--- src/rtl/uart_regbank_pkg.sv ---
package uart_regbank_pkg;

    localparam int ADDR_W = 3;
    localparam int BYTE_W = 8;

    // Register locations
    localparam logic [ADDR_W-1:0] LOC_DATA = 3'd0;
    localparam logic [ADDR_W-1:0] LOC_IEN  = 3'd1;
    localparam logic [ADDR_W-1:0] LOC_LCTL = 3'd3;
    localparam logic [ADDR_W-1:0] LOC_LSTS = 3'd5;
    localparam logic [ADDR_W-1:0] LOC_SCR  = 3'd7;

    // Line control fields
    localparam int LCTL_BANK   = 7;
    localparam int LCTL_PARITY = 3;
    localparam int LCTL_STOP2  = 2;

    // Keep mask for a word-length code (length = code + 5)
    function automatic logic [BYTE_W-1:0] word_mask(input logic [1:0] code);
        logic [BYTE_W-1:0] m;
        case (code)
            2'd0:    m = 8'h1F;
            2'd1:    m = 8'h3F;
            2'd2:    m = 8'h7F;
            default: m = 8'hFF;
        endcase
        return m;
    endfunction

    // Total bits in one serial frame for a line control value
    function automatic logic [3:0] frame_bits(input logic [BYTE_W-1:0] lctl);
        logic [3:0] n;
        n = 4'd1 + 4'd5 + {2'b00, lctl[1:0]} + {3'b000, lctl[LCTL_PARITY]};
        n = n + (lctl[LCTL_STOP2] ? 4'd2 : 4'd1);
        return n;
    endfunction

endpackage

--- src/rtl/uart_rxq.sv ---
module uart_rxq #(
    parameter int DEPTH = 16,
    parameter int W     = 8,
    localparam int PTR_W = (DEPTH > 1) ? $clog2(DEPTH) : 1,
    localparam int CNT_W = $clog2(DEPTH + 1)
) (
    input  logic             clk,
    input  logic             rst_n,
    input  logic             push,
    input  logic [W-1:0]     push_data,
    input  logic             pop,
    output logic [W-1:0]     head_data,
    output logic [CNT_W-1:0] level,
    output logic             full
);

    typedef struct packed {
        logic [DEPTH-1:0][W-1:0] mem;
        logic [PTR_W-1:0]        wr_ptr;
        logic [PTR_W-1:0]        rd_ptr;
        logic [CNT_W-1:0]        cnt;
    } q_state_t;

    q_state_t s_q, s_d;

    function automatic logic [PTR_W-1:0] wrap_inc(input logic [PTR_W-1:0] p);
        return (p == PTR_W'(DEPTH - 1)) ? '0 : p + PTR_W'(1);
    endfunction

    logic accept;
    logic take;

    always_comb begin
        s_d    = s_q;
        accept = push && (s_q.cnt != CNT_W'(DEPTH));
        take   = pop && (s_q.cnt != '0);

        if (accept) begin
            s_d.mem[s_q.wr_ptr] = push_data;
            s_d.wr_ptr          = wrap_inc(s_q.wr_ptr);
        end
        if (take) begin
            s_d.rd_ptr = wrap_inc(s_q.rd_ptr);
        end
        s_d.cnt = s_q.cnt + CNT_W'(accept) - CNT_W'(take);
    end

    always_ff @(posedge clk) begin
        if (!rst_n) begin
            s_q <= '0;
        end else begin
            s_q <= s_d;
        end
    end

    assign head_data = s_q.mem[s_q.rd_ptr];
    assign level     = s_q.cnt;
    assign full      = (s_q.cnt == CNT_W'(DEPTH));

endmodule

--- src/rtl/uart_chartime.sv ---
module uart_chartime
    import uart_regbank_pkg::*;
#(
    parameter int DIV_W = 16,
    parameter int CT_W  = DIV_W + 8
) (
    input  logic              clk,
    input  logic              rst_n,
    input  logic              load,
    input  logic [DIV_W-1:0]  div_in,
    input  logic [BYTE_W-1:0] lctl,
    output logic [CT_W-1:0]   char_time
);

    logic [CT_W-1:0] ct_q, ct_d;
    logic [CT_W-1:0] product;

    always_comb begin
        product = CT_W'(div_in) * CT_W'(frame_bits(lctl));
        ct_d    = load ? (product << 4) : ct_q;
    end

    always_ff @(posedge clk) begin
        if (!rst_n) begin
            ct_q <= '0;
        end else begin
            ct_q <= ct_d;
        end
    end

    assign char_time = ct_q;

endmodule

--- src/rtl/uart_regbank.sv ---
module uart_regbank
    import uart_regbank_pkg::*;
#(
    parameter int FIFO_DEEP  = 1,
    parameter int DEEP_DEPTH = 16,
    parameter int DIV_W      = 16,
    parameter int CT_W       = DIV_W + 8
) (
    input  logic        clk,
    input  logic        rst_n,
    input  logic [2:0]  bus_addr,
    input  logic [7:0]  bus_wdata,
    input  logic        bus_wr,
    input  logic        bus_rd,
    input  logic        rx_push,
    input  logic [7:0]  rx_char,
    output logic [7:0]  bus_rdata,
    output logic [15:0] divisor,
    output logic [23:0] char_time,
    output logic        rx_ready,
    output logic        rx_overrun,
    output logic        rx_error
);

    localparam int DEPTH = (FIFO_DEEP != 0) ? DEEP_DEPTH : 1;
    localparam int CNT_W = $clog2(DEPTH + 1);
    localparam int HALF  = DIV_W / 2;

    typedef struct packed {
        logic [BYTE_W-1:0] lctl;
        logic [BYTE_W-1:0] ien;
        logic [BYTE_W-1:0] scr;
        logic [HALF-1:0]   div_lo;
        logic [HALF-1:0]   div_hi;
        logic              ovr;
        logic              err;
        logic              rdy;
        logic [BYTE_W-1:0] rdata;
    } regs_t;

    regs_t r_q, r_d;

    logic              bank_sel;
    logic              q_pop;
    logic              ct_load;
    logic [BYTE_W-1:0] rx_trim;
    logic [BYTE_W-1:0] q_head;
    logic [CNT_W-1:0]  q_level;
    logic              q_full;
    logic [BYTE_W-1:0] rd_val;
    logic [DIV_W-1:0]  ct_div;

    assign bank_sel = r_q.lctl[LCTL_BANK];
    assign rx_trim  = rx_char & word_mask(r_q.lctl[1:0]);
    assign q_pop    = bus_rd && (bus_addr == LOC_DATA) && !bank_sel;
    assign ct_load  = bus_wr && (bus_addr == LOC_DATA) && bank_sel;
    assign ct_div   = {r_q.div_hi, bus_wdata};

    uart_rxq #(
        .DEPTH (DEPTH),
        .W     (BYTE_W)
    ) u_rxq (
        .clk       (clk),
        .rst_n     (rst_n),
        .push      (rx_push),
        .push_data (rx_trim),
        .pop       (q_pop),
        .head_data (q_head),
        .level     (q_level),
        .full      (q_full)
    );

    uart_chartime #(
        .DIV_W (DIV_W),
        .CT_W  (CT_W)
    ) u_ct (
        .clk       (clk),
        .rst_n     (rst_n),
        .load      (ct_load),
        .div_in    (ct_div),
        .lctl      (r_q.lctl),
        .char_time (char_time)
    );

    // Read multiplexer
    always_comb begin
        case (bus_addr)
            LOC_DATA: begin
                if (bank_sel)            rd_val = r_q.div_lo;
                else if (q_level != '0)  rd_val = q_head;
                else                     rd_val = '0;
            end
            LOC_IEN:  rd_val = bank_sel ? r_q.div_hi : r_q.ien;
            LOC_LCTL: rd_val = r_q.lctl;
            LOC_LSTS: rd_val = {r_q.err, 5'b00000, r_q.ovr, r_q.rdy};
            LOC_SCR:  rd_val = r_q.scr;
            default:  rd_val = '0;
        endcase
    end

    // Next-state logic
    always_comb begin
        r_d = r_q;

        if (bus_rd) begin
            r_d.rdata = rd_val;
        end

        if (bus_wr) begin
            case (bus_addr)
                LOC_DATA: if (bank_sel) r_d.div_lo = bus_wdata;
                LOC_IEN: begin
                    if (bank_sel) r_d.div_hi = bus_wdata;
                    else          r_d.ien    = bus_wdata;
                end
                LOC_LCTL: r_d.lctl = bus_wdata;
                LOC_SCR:  r_d.scr  = bus_wdata;
                default: ;
            endcase
        end

        // Status read clears the sticky error flags
        if (bus_rd && (bus_addr == LOC_LSTS)) begin
            r_d.ovr = 1'b0;
            r_d.err = 1'b0;
        end

        // A read that takes the last entry drops data ready
        if (q_pop && (q_level == CNT_W'(1))) begin
            r_d.rdy = 1'b0;
        end

        // Any push raises data ready; a full queue also flags overrun
        if (rx_push) begin
            r_d.rdy = 1'b1;
            if (q_full) begin
                r_d.ovr = 1'b1;
                r_d.err = 1'b1;
            end
        end
    end

    always_ff @(posedge clk) begin
        if (!rst_n) begin
            r_q <= '0;
        end else begin
            r_q <= r_d;
        end
    end

    assign bus_rdata  = r_q.rdata;
    assign divisor    = {r_q.div_hi, r_q.div_lo};
    assign rx_ready   = r_q.rdy;
    assign rx_overrun = r_q.ovr;
    assign rx_error   = r_q.err;

endmodule

--- config.mk ---
export PLATFORM = sky130hd
export DESIGN_NAME = uart_regbank
export DESIGN_NICKNAME = d
export VERILOG_FILES = /design/src/rtl/uart_regbank_pkg.sv /design/src/rtl/uart_rxq.sv /design/src/rtl/uart_chartime.sv /design/src/rtl/uart_regbank.sv
export SDC_FILE = /design/constraint.sdc
export NUM_CORES = 1
export LEC_CHECK = 0
export BUFFER_PORTS_ARGS = -buffer_cell sky130_fd_sc_hd__buf_2
export CAP_MARGIN = 20
export CORE_ASPECT_RATIO = 2
export CORE_MARGIN = 2
export CORE_UTILIZATION = 60
export CTS_BUF_LIST = sky130_fd_sc_hd__clkbuf_8
export CTS_CLUSTER_SIZE = 40
export DETAILED_ROUTE_END_ITERATION = 12
export PLACE_DENSITY_LB_ADDON = 0.05
export SLEW_MARGIN = 20
export SYNTH_ARGS = -nofsm -noshare
export SYNTH_HDL_FRONTEND = slang
export SYNTH_HIERARCHICAL = 1
export SYNTH_SLANG_ARGS = --single-unit
--- constraint.sdc ---
create_clock -name clk -period 10.65 [get_ports clk]
set_input_delay 2.13 -clock clk [delete_from_list [all_inputs] [get_ports clk]]
set_output_delay 2.13 -clock clk [all_outputs]
set_load 0.02 [all_outputs]
# Word level (Yosys, flattened, before mapping)
# Index checks and enable logic that the tools add are counted.
dict set report classes {
  n_addsub 7
  mul 1
  order_cmp 3
  eq_ne 11
  muxes 17
  bitwise 2
  n_reduce_logical 19
}
# op count
set ops {}
lappend ops {{$bwmux 128} 1}
lappend ops {{$mux 8} 5}
lappend ops {{$pmux 8 s5} 1}
lappend ops {{$bmux 8 s4} 1}
lappend ops {{$demux 8 s4} 1}
lappend ops {{$pmux 8 s3} 1}
lappend ops {{$mul 16x4->20} 1}
lappend ops {{$lt 4x5->1 const B} 2}
lappend ops {{$logic_and 1x1->1} 9}
lappend ops {{$reduce_and 3->1} 3}
lappend ops {{$add 4x1->4 const B} 2}
lappend ops {{$and 8x8->8} 1}
lappend ops {{$eq 4x4->1 const B} 2}
lappend ops {{$mux 4} 2}
lappend ops {{$eq 3x3->1 const B} 2}
lappend ops {{$mux 2} 3}
lappend ops {{$add 5x1->5} 1}
lappend ops {{$eq 5x1->1 const B} 1}
lappend ops {{$eq 5x5->1 const B} 1}
lappend ops {{$ne 5x5->1 const B} 1}
lappend ops {{$reduce_bool 5->1} 1}
lappend ops {{$sub 5x1->5} 1}
lappend ops {{$add 3x2->4 const A} 1}
lappend ops {{$add 4x1->4} 1}
lappend ops {{other kinds (14)} 15}
dict set report word_totals {
  reg_bits 212
  input_bits 24
  out_inout_bits 51
}

# Depth between registers and ports, before layout
# Gate-level depths: netlist of the first run.
dict set report logic_depth {
  depth_word 6
  ltp_mapped 20
}

# By module
# The synthesis of the first run kept the hierarchy.
# mod n_inst cells_each area_each_um2 seq_area_each_um2
set modules_own_cells {}
lappend modules_own_cells {uart_rxq 1 614 6228.5 2822.7}
lappend modules_own_cells {uart_chartime 1 368 3015.4 400.4}
lappend modules_own_cells {uart_regbank 1 287 2570.0 1021.0}

# Worst setup path after synthesis of the first run
# Ideal clock, no wire load.
dict set report synth_path {
  path_type {in2reg}
  from {input bus_wdata[0]}
  to {register u_ct.ct_q[22], in the netlist u_ct/char_time[22]}
  setup_ps 130
  arrival_ps 4961
  t_required_ps 10520
  slack_ps 5559
  path_stages 12
  path_buffers 0
  path_cell_list {nand2b_1 -> fa_1 -> inv_1 -> fa_1 -> inv_1 -> fa_1 -> nand2b_1 -> a21oi_2 -> o211ai_2 -> a2111oi_2 -> mux2i_1 -> o311ai_1}
}
dict set report synth_between {
  elab_chain_len 1
}
# item line
set synth_lines {}
lappend synth_lines {{start: declaration} uart_regbank.sv:12} ;# input logic [7:0] bus_wdata,
lappend synth_lines {{$mul 16x4->20} uart_chartime.sv:19} ;# product = CT_W'(div_in) * CT_W'(frame_bits(lctl));
lappend synth_lines {{end signal: assignment} uart_chartime.sv:27} ;# ct_q <= ct_d;
lappend synth_lines {{end: declaration} uart_chartime.sv:15} ;# logic [CT_W-1:0] ct_q, ct_d;
# No other way between the ends.
# A chain may end at the register's enable or synchronous reset.

# Final worst setup path of the first run
dict set report layout_path {
  from {register r_q[43] (netlist name)}
  to {register u_ct.ct_q[22], in the netlist u_ct/char_time[22]}
}
dict set report layout_between {
  elab_chain_len 4
}
# item line
set layout_lines {}
lappend layout_lines {{start: declaration} uart_regbank.sv:41} ;# regs_t r_q, r_d;
lappend layout_lines {{start signal: assignment} uart_regbank.sv:147} ;# r_q <= r_d;
lappend layout_lines {{$add 3x2->4} uart_regbank_pkg.sv:33} ;# n = 4'd1 + 4'd5 + {2'b00, lctl[1:0]} + {3'b000, lctl[LCTL_PARITY]};
lappend layout_lines {{$add 4x1->4} uart_regbank_pkg.sv:33}
lappend layout_lines {{$add 4x4->4} uart_regbank_pkg.sv:34} ;# n = n + (lctl[LCTL_STOP2] ? 4'd2 : 4'd1);
lappend layout_lines {{$mul 16x4->20} uart_chartime.sv:19}
# No other way between the ends.

==> impl_metrics.env, run 1 <==
export IMPL_status="complete, no violations"
export IMPL_max_freq_mhz=194
export IMPL_cts_resized=0
export IMPL_clock_sinks=212
export IMPL_worstSetupStartpointType="flip-flop"
export IMPL_hold_buffers=0
export IMPL_yosysSeqAreaShare_pct=35.9
export IMPL_synth_cell_types=80
export IMPL_synth_ff_type="dfxtp_1"
export IMPL_drcViolationCount=0
export IMPL_seqCellArea_sq_um=4250
export IMPL_path_max_fanout=16
export IMPL_cts_htree_levels=1
export IMPL_drv_cap=0
export IMPL_pre_cts_slack_ps=5090
export IMPL_synthArstFlopShare_pct=0
export IMPL_fp_dieW_um=103
export IMPL_cp_arrival_ps=5600
export IMPL_slowest_stage="fa_1"
export IMPL_avgRoutedWirePerCell_um=19.9
export IMPL_crit_top_cell="inv_1"
export IMPL_grt_pass1_wl_um=48100
export IMPL_required_ps=11100
export IMPL_portBuffers=70
export IMPL_wirelength_um=30700
export IMPL_cts_tree="done"
export IMPL_rows=72
export IMPL_yosysMostFrequentCell="dfxtp_1"
export IMPL_num_antenna_cells=0
export IMPL_grt_max_degree=75
export IMPL_worst_slew_pin_slew_ps=982
export IMPL_grt_overflow=0
export IMPL_clockBufferDepth=3
export IMPL_grt_pass1_vias=9196
export IMPL_period_share_pct=48.3
export IMPL_synth_area_top_cells="dfxtp_1 (36%), mux2i_1 (8.6%), mux4_2 (6.1%), fa_1 (5.1%), ha_1 (4.0%)"
export IMPL_path_buf_inv=5
export IMPL_synth_avg_cell_area_sq_um=9.31
export IMPL_num_vias=9150
export IMPL_die_area_sq_um=20900
export IMPL_dp_hpwl_um=22300
export IMPL_p_per_area_nw_per_um2=145
export IMPL_cts_made_buffers=30
export IMPL_final_util_pct=64.7
export IMPL_hold_viol=0
export IMPL_first_pass_iters=5
export IMPL_wl_met2_um=17000
export IMPL_crit_family="adder cells"
export IMPL_timing_final_crit_period_ps=5140
export IMPL_drtIter0Drc=378
export IMPL_post_drt_via_cell_ratio=5.93
export IMPL_fin_setup_tns_ps=0
export IMPL_irDropWorstVdd_v=0.000142
export IMPL_ys_warn_count=6
export IMPL_wl_met3_um=1190
export IMPL_multi_input_area_sq_um=6670
export IMPL_relSlewSlack_pct=34.1
export IMPL_syn_to_final_growth_pct=6.03
export IMPL_synth_edff_count=0
export IMPL_fin_nets=1358
export IMPL_clkLatencyLatePin_ps=590
export IMPL_synth_top_area_share_pct=35.9
export IMPL_core_area_sq_um=19400
export IMPL_fillerInstances=1669
export IMPL_skew_ps=16.9
export IMPL_leakage_nw=4.79
export IMPL_synth_commonest_cells="dfxtp_1 (212), mux2i_1 (101), nand2_1 (97)"
export IMPL_rsz0062_at_grt="false"
export IMPL_grt_use_total_pct=29.8
export IMPL_cts_setup_buffers=0
export IMPL_critPathKind="reg -> reg"
export IMPL_netlist_area_sq_um=11800
export IMPL_min_delay_path_class="reg -> reg"
export IMPL_start_util_pct=61.0
export IMPL_cp_cell_sequence="inv_1 -> fa_1 -> inv_1 -> ha_1 -> inv_1 -> ha_1 -> nand2b_1 -> fa_1 -> inv_1 -> fa_1 -> inv_1 -> fa_1 -> nand2b_1 -> a21oi_2 -> o211ai_2 -> a2111oi_2 -> mux2i_1 -> o311ai_1"
export IMPL_antenna_found_initial=0
export IMPL_ys_ff_latch=212
export IMPL_slowest_delay_ps=570
export IMPL_dr_max_layer_used="met4"
export IMPL_clock_root_buffer="clkbuf_8"
export IMPL_end_kind="flip-flop"
export IMPL_fin_ws_ps=5510
export IMPL_maxSlewViolCount=0
export IMPL_drt_met1_wl_um=10800
export IMPL_gp_congestion=0.914
export IMPL_drive_gt1_share_pct=14.3
export IMPL_clk_pin_slew_worst_paths_ps=70
export IMPL_ios=75
export IMPL_fp_dieH_um=202
export IMPL_syn_inst=1269
export IMPL_setup_viol=0
export IMPL_synth_largest_area_cell="dfxtp_1"
export IMPL_ant_nets=0
## kinds of logic (layout without fill, tap and decap cells)
group / after synthesis / after routing / synth area share [%]
other: 1 / 4 / 0.0317
XOR/XNOR: 13 / 13 / 0.964
buffers and inverters: 192 / 203 / 7.94
AND/OR/NAND/NOR: 422 / 422 / 18.5
multiplexers: 137 / 137 / 15.1
flip-flops: 212 / 212 / 35.9
adder cells (fa/ha/maj): 68 / 68 / 9.11
AO/OA/AOI/OAI: 224 / 224 / 12.5
## sequential cells by signal, summed over array words and instances, names as in the netlist
signal          flops
r_q                23
rx_ready            1
divisor            16
bank_sel            1
bus_rdata           8
u_ct/char_time     20
u_rxq/s_q         136
rx_error            1
rx_overrun          1
u_rxq/level         5
## path summary, 6_finish.rpt
kind / cells after the start / slack [ps] / endpoint / from
worst max register to register: 18 / 5510 / u_ct/char_time[22] / r_q[43]
worst min register to register: 2 / 450 / u_ct/char_time[15] / u_ct/char_time[15]
worst max-delay path: 18 / 5510 / u_ct/char_time[22] / r_q[43]
worst min-delay path: 2 / 450 / u_ct/char_time[15] / u_ct/char_time[15]
## metrics by stage
step                cells  hold slack (ps)  total power (W)  area [sq um]
floorplan            1272              438          0.00113         11800
global placement     1493              431          0.00119         11900
detailed placement   1493              438          0.00120         11900
CTS                  1542              447          0.00184         12500
global route         1542              472          0.00191         12500
finish               1542              446          0.00182         12500
## layout make-up
| class | count | share of cell area [%] |
|---|---|---|
| Inverter | 75 | 2.27 |
| Tap cell | 259 | 2.59 |
| Clock inverter | 12 | 0.589 |
| Multi-Input combinational cell | 868 | 53.2 |
| Sequential cell | 212 | 33.9 |
| Timing Repair Buffer | 79 | 3.36 |
| Clock buffer | 37 | 4.07 |
## report_power, final
| part | switching (W) | total (W) | internal, W |
|---|---|---|---|
| clock network | 0.000308 | 0.000641 | 0.000333 |
| registers | 0.0000183 | 0.000831 | 0.000813 |
| logic | 0.000211 | 0.000349 | 0.000138 |
| total | 0.000538 | 0.00182 | 0.00128 |
## routing by layer
layer | up-vias | global-route usage [%]
li1 | 4363 | -
met1 | 4465 | 30.0
met2 | 224 | 56.5
met3 | 98 | 4.32
met4 | 0 | 15.8
met5 | - | 0
## worst min-delay path, cell delays in order, from the launching register on
cell and delay (ps):
dfxtp_1 310, nand2_1 50, o21ai_1 50
## layout by cell type, fill, tap and decap left out, types with 32 or more instances in the layout
| cell | synthesis | final |
|---|---|---|
| mux2i_1 | 101 | 101 |
| nor2b_1 | 60 | 60 |
| ha_1 | 38 | 38 |
| clkbuf_8 | 0 | 37 |
| nand3_1 | 85 | 85 |
| o21ai_1 | 35 | 35 |
| mux4_2 | 32 | 32 |
| nand2_1 | 97 | 97 |
| nor2_1 | 89 | 89 |
| dfxtp_1 | 212 | 210 |
| inv_1 | 74 | 82 |
| buf_2 | 18 | 69 |
| o21ai_0 | 53 | 53 |
Power figures use the tool's default switching activity.
==> inputs of run 2 (changes only) <==
CORE_UTILIZATION = 57   (was 60)
clock period = 4.7 ns   (was 10.65 ns; I/O delays follow)
==> run 2 against run 1 <==
  * Non-clock buffer count grew 14
  * Count of clock-buffer cells in the layout is the same
  * Design area grew 1.5%
  * Register-to-register slack lost 5300 ps
  * Cell count grew 1.6%
  * Clock power grew 120%
  * Power grew 130%
  * Clock skew shrank 3.7 ps
  * Hold slack lost 0.98 ps
  * Largest cell class unchanged
==> impl_metrics.env, run 2 (same netlist as run 1, synthesis figures left out) <==
export IMPL_antenna_found_initial=0
export IMPL_rows=74
export IMPL_die_area_sq_um=22000
export IMPL_clockBufferDepth=3
export IMPL_min_delay_start="u_ct/char_time[15]"
export IMPL_largest_register_ffs=136
export IMPL_drcViolationCount=0
export IMPL_final_util_pct=62.4
export IMPL_max_freq_mhz=222
export IMPL_grt_pass1_vias=9305
export IMPL_worstHoldEndpoint="u_ct/char_time[15]"
export IMPL_ios=75
export IMPL_relSlewSlack_pct=34.4
export IMPL_post_drt_via_cell_ratio=5.82
export IMPL_fin_area_sq_um=12700
export IMPL_fillerInstances=1825
export IMPL_worstSetupStartpointType="flip-flop"
export IMPL_wirelength_um=31000
export IMPL_cts_tree="done"
export IMPL_cts_made_buffers=31
export IMPL_setup_viol=0
export IMPL_syn_to_final_growth_pct=7.61
export IMPL_grt_pass1_wl_um=48800
export IMPL_cp_arrival_ps=4980
export IMPL_worst_slew_pin_slew_ps=977
export IMPL_drv_cap=0
export IMPL_core_area_sq_um=20400
export IMPL_avgRoutedWirePerCell_um=19.8
export IMPL_min_delay_path_class="reg -> reg"
export IMPL_r2r_cells=18
export IMPL_skew_ps=13.2
export IMPL_gp_congestion=0.879
export IMPL_reg2reg_slack_ps=200
export IMPL_period_share_pct=95.8
export IMPL_timing_rr_end="u_ct/char_time[18]"
export IMPL_ant_nets=0
export IMPL_grt_max_degree=80
export IMPL_clkLatencyLatePin_ps=590
export IMPL_required_ps=5180
export IMPL_clock_sinks=212
export IMPL_clk_pin_slew_worst_paths_ps=60
export IMPL_p_per_area_nw_per_um2=324
export IMPL_fp_dieH_um=208
export IMPL_post_dp_cell_area_sq_um=12100
export IMPL_dp_hpwl_um=23200
export IMPL_num_vias=9114
export IMPL_end_kind="flip-flop"
export IMPL_grt_overflow=0
export IMPL_timing_final_crit_period_ps=4500
export IMPL_fin_nets=1373
export IMPL_grt_use_total_pct=28.4
export IMPL_irDropWorstVdd_v=0.000258
export IMPL_hold_buffers=0
export IMPL_final_common_cell="dfxtp_1"
export IMPL_first_pass_iters=5
export IMPL_critPathKind="reg -> reg"
export IMPL_clock_root_buffer="clkbuf_8"
export IMPL_drive_gt1_share_pct=15.6
export IMPL_regMostFlops="u_rxq/s_q"
export IMPL_path_max_fanout=3
export IMPL_status="complete, no violations"
export IMPL_reg2reg_from="r_q[43]"
export IMPL_maxSlewViolCount=0
export IMPL_power_total_w=0.00412
export IMPL_num_antenna_cells=0
export IMPL_drtIter0Drc=408
export IMPL_layout_common_cells="dfxtp_1 (210), mux2i_1 (101), nand2_1 (97)"
export IMPL_min_path_cells=2
export IMPL_hold_viol=0
export IMPL_cts_htree_levels=1
export IMPL_fp_dieW_um=106
export IMPL_portBuffers=70
export IMPL_start_util_pct=58.0
export IMPL_leakage_nw=4.87
[run 2: cell count changes in the layout (fill, tap and decap cells not counted), sizes merged]
| cell | previous run | this run |
|---|---|---|
| buf | 79 | 93 |
| clkinv | 2 | 4 |
| inv | 84 | 86 |
| bufinv | 1 | 0 |
| clkinvlp | 0 | 1 |
[run 2: cell type report]
| class | count | area [sq um] | share of cell area (%) |
|---|---|---|---|
| flip-flops and latches | 212 | 4250 | 33.4 |
| inverters | 75 | 284 | 2.23 |
| clock buffers | 37 | 509 | 4.01 |
| multi-input cells | 868 | 6740 | 53.0 |
| well taps | 266 | 333 | 2.62 |
| clock inverters | 16 | 68.8 | 0.541 |
| repair buffers | 93 | 529 | 4.16 |
[run 2: worst max path at each step]
stage | startpoint | end | slack, ps | cells past startpoint
2_1_floorplan | r_q[43] | u_ct/char_time[22] | 90 | 19
3_3_place_gp | r_q[43] | u_ct/char_time[22] | 210 | 18
3_5_place_dp | r_q[43] | u_ct/char_time[22] | 120 | 18
4_1_cts | r_q[43] | u_ct/char_time[22] | 110 | 18
5_1_grt | r_q[43] | u_ct/char_time[22] | -50 | 18
6_report | r_q[43] | u_ct/char_time[18] | 200 | 18
[run 2: report_power, final]
group,total (W),internal (W),switching [W]
Sequential,0.00189,0.00184,0.0000461
Combinational,0.000838,0.000332,0.000505
Clock,0.00140,0.000707,0.000689
Total,0.00412,0.00288,0.00124
[run 2: per-layer routing]
layer	GRT usage, %	part of all wire (%)	vias up
met3	4.08	3.7	111
met4	20.6	7.4	0
li1	-	-	4390
met5	0	0	-
met1	27.4	34	4387
met2	53.1	55	226
[run 2: worst max-delay path, stage by stage (launching register included)]
cell,delay [ps]
dfxtp_1,330
inv_1,60
fa_1,420
inv_1,90
ha_1,140
inv_1,40
ha_1,290
nand2b_1,170
fa_1,500
inv_1,60
fa_1,560
inv_1,70
fa_1,450
nand2b_4,170
a21oi_4,200
o211ai_4,140
a211oi_1,320
o21ai_0,130
a32o_1,260
[run 2: what timing repair did]
| action | CTS | global route |
|---|---|---|
| gates resized for setup | 0 | 8 |
| endpoints found under the setup margin | 0 | 6 |
| setup buffers | 0 | 3 |
[run 2: stage by stage]
step | setup slack, ps | setup TNS (ps) | hold slack [ps] | cells
3_5_place_dp | 117 | 0 | 439 | 1511
4_1_cts | 111 | 0 | 448 | 1564
3_3_place_gp | 207 | 0 | 431 | 1511
2_1_floorplan | 89.6 | 0 | 438 | 1272
6_report | 196 | 0 | 445 | 1567
5_1_grt | -48.3 | -88.2 | 462 | 1567
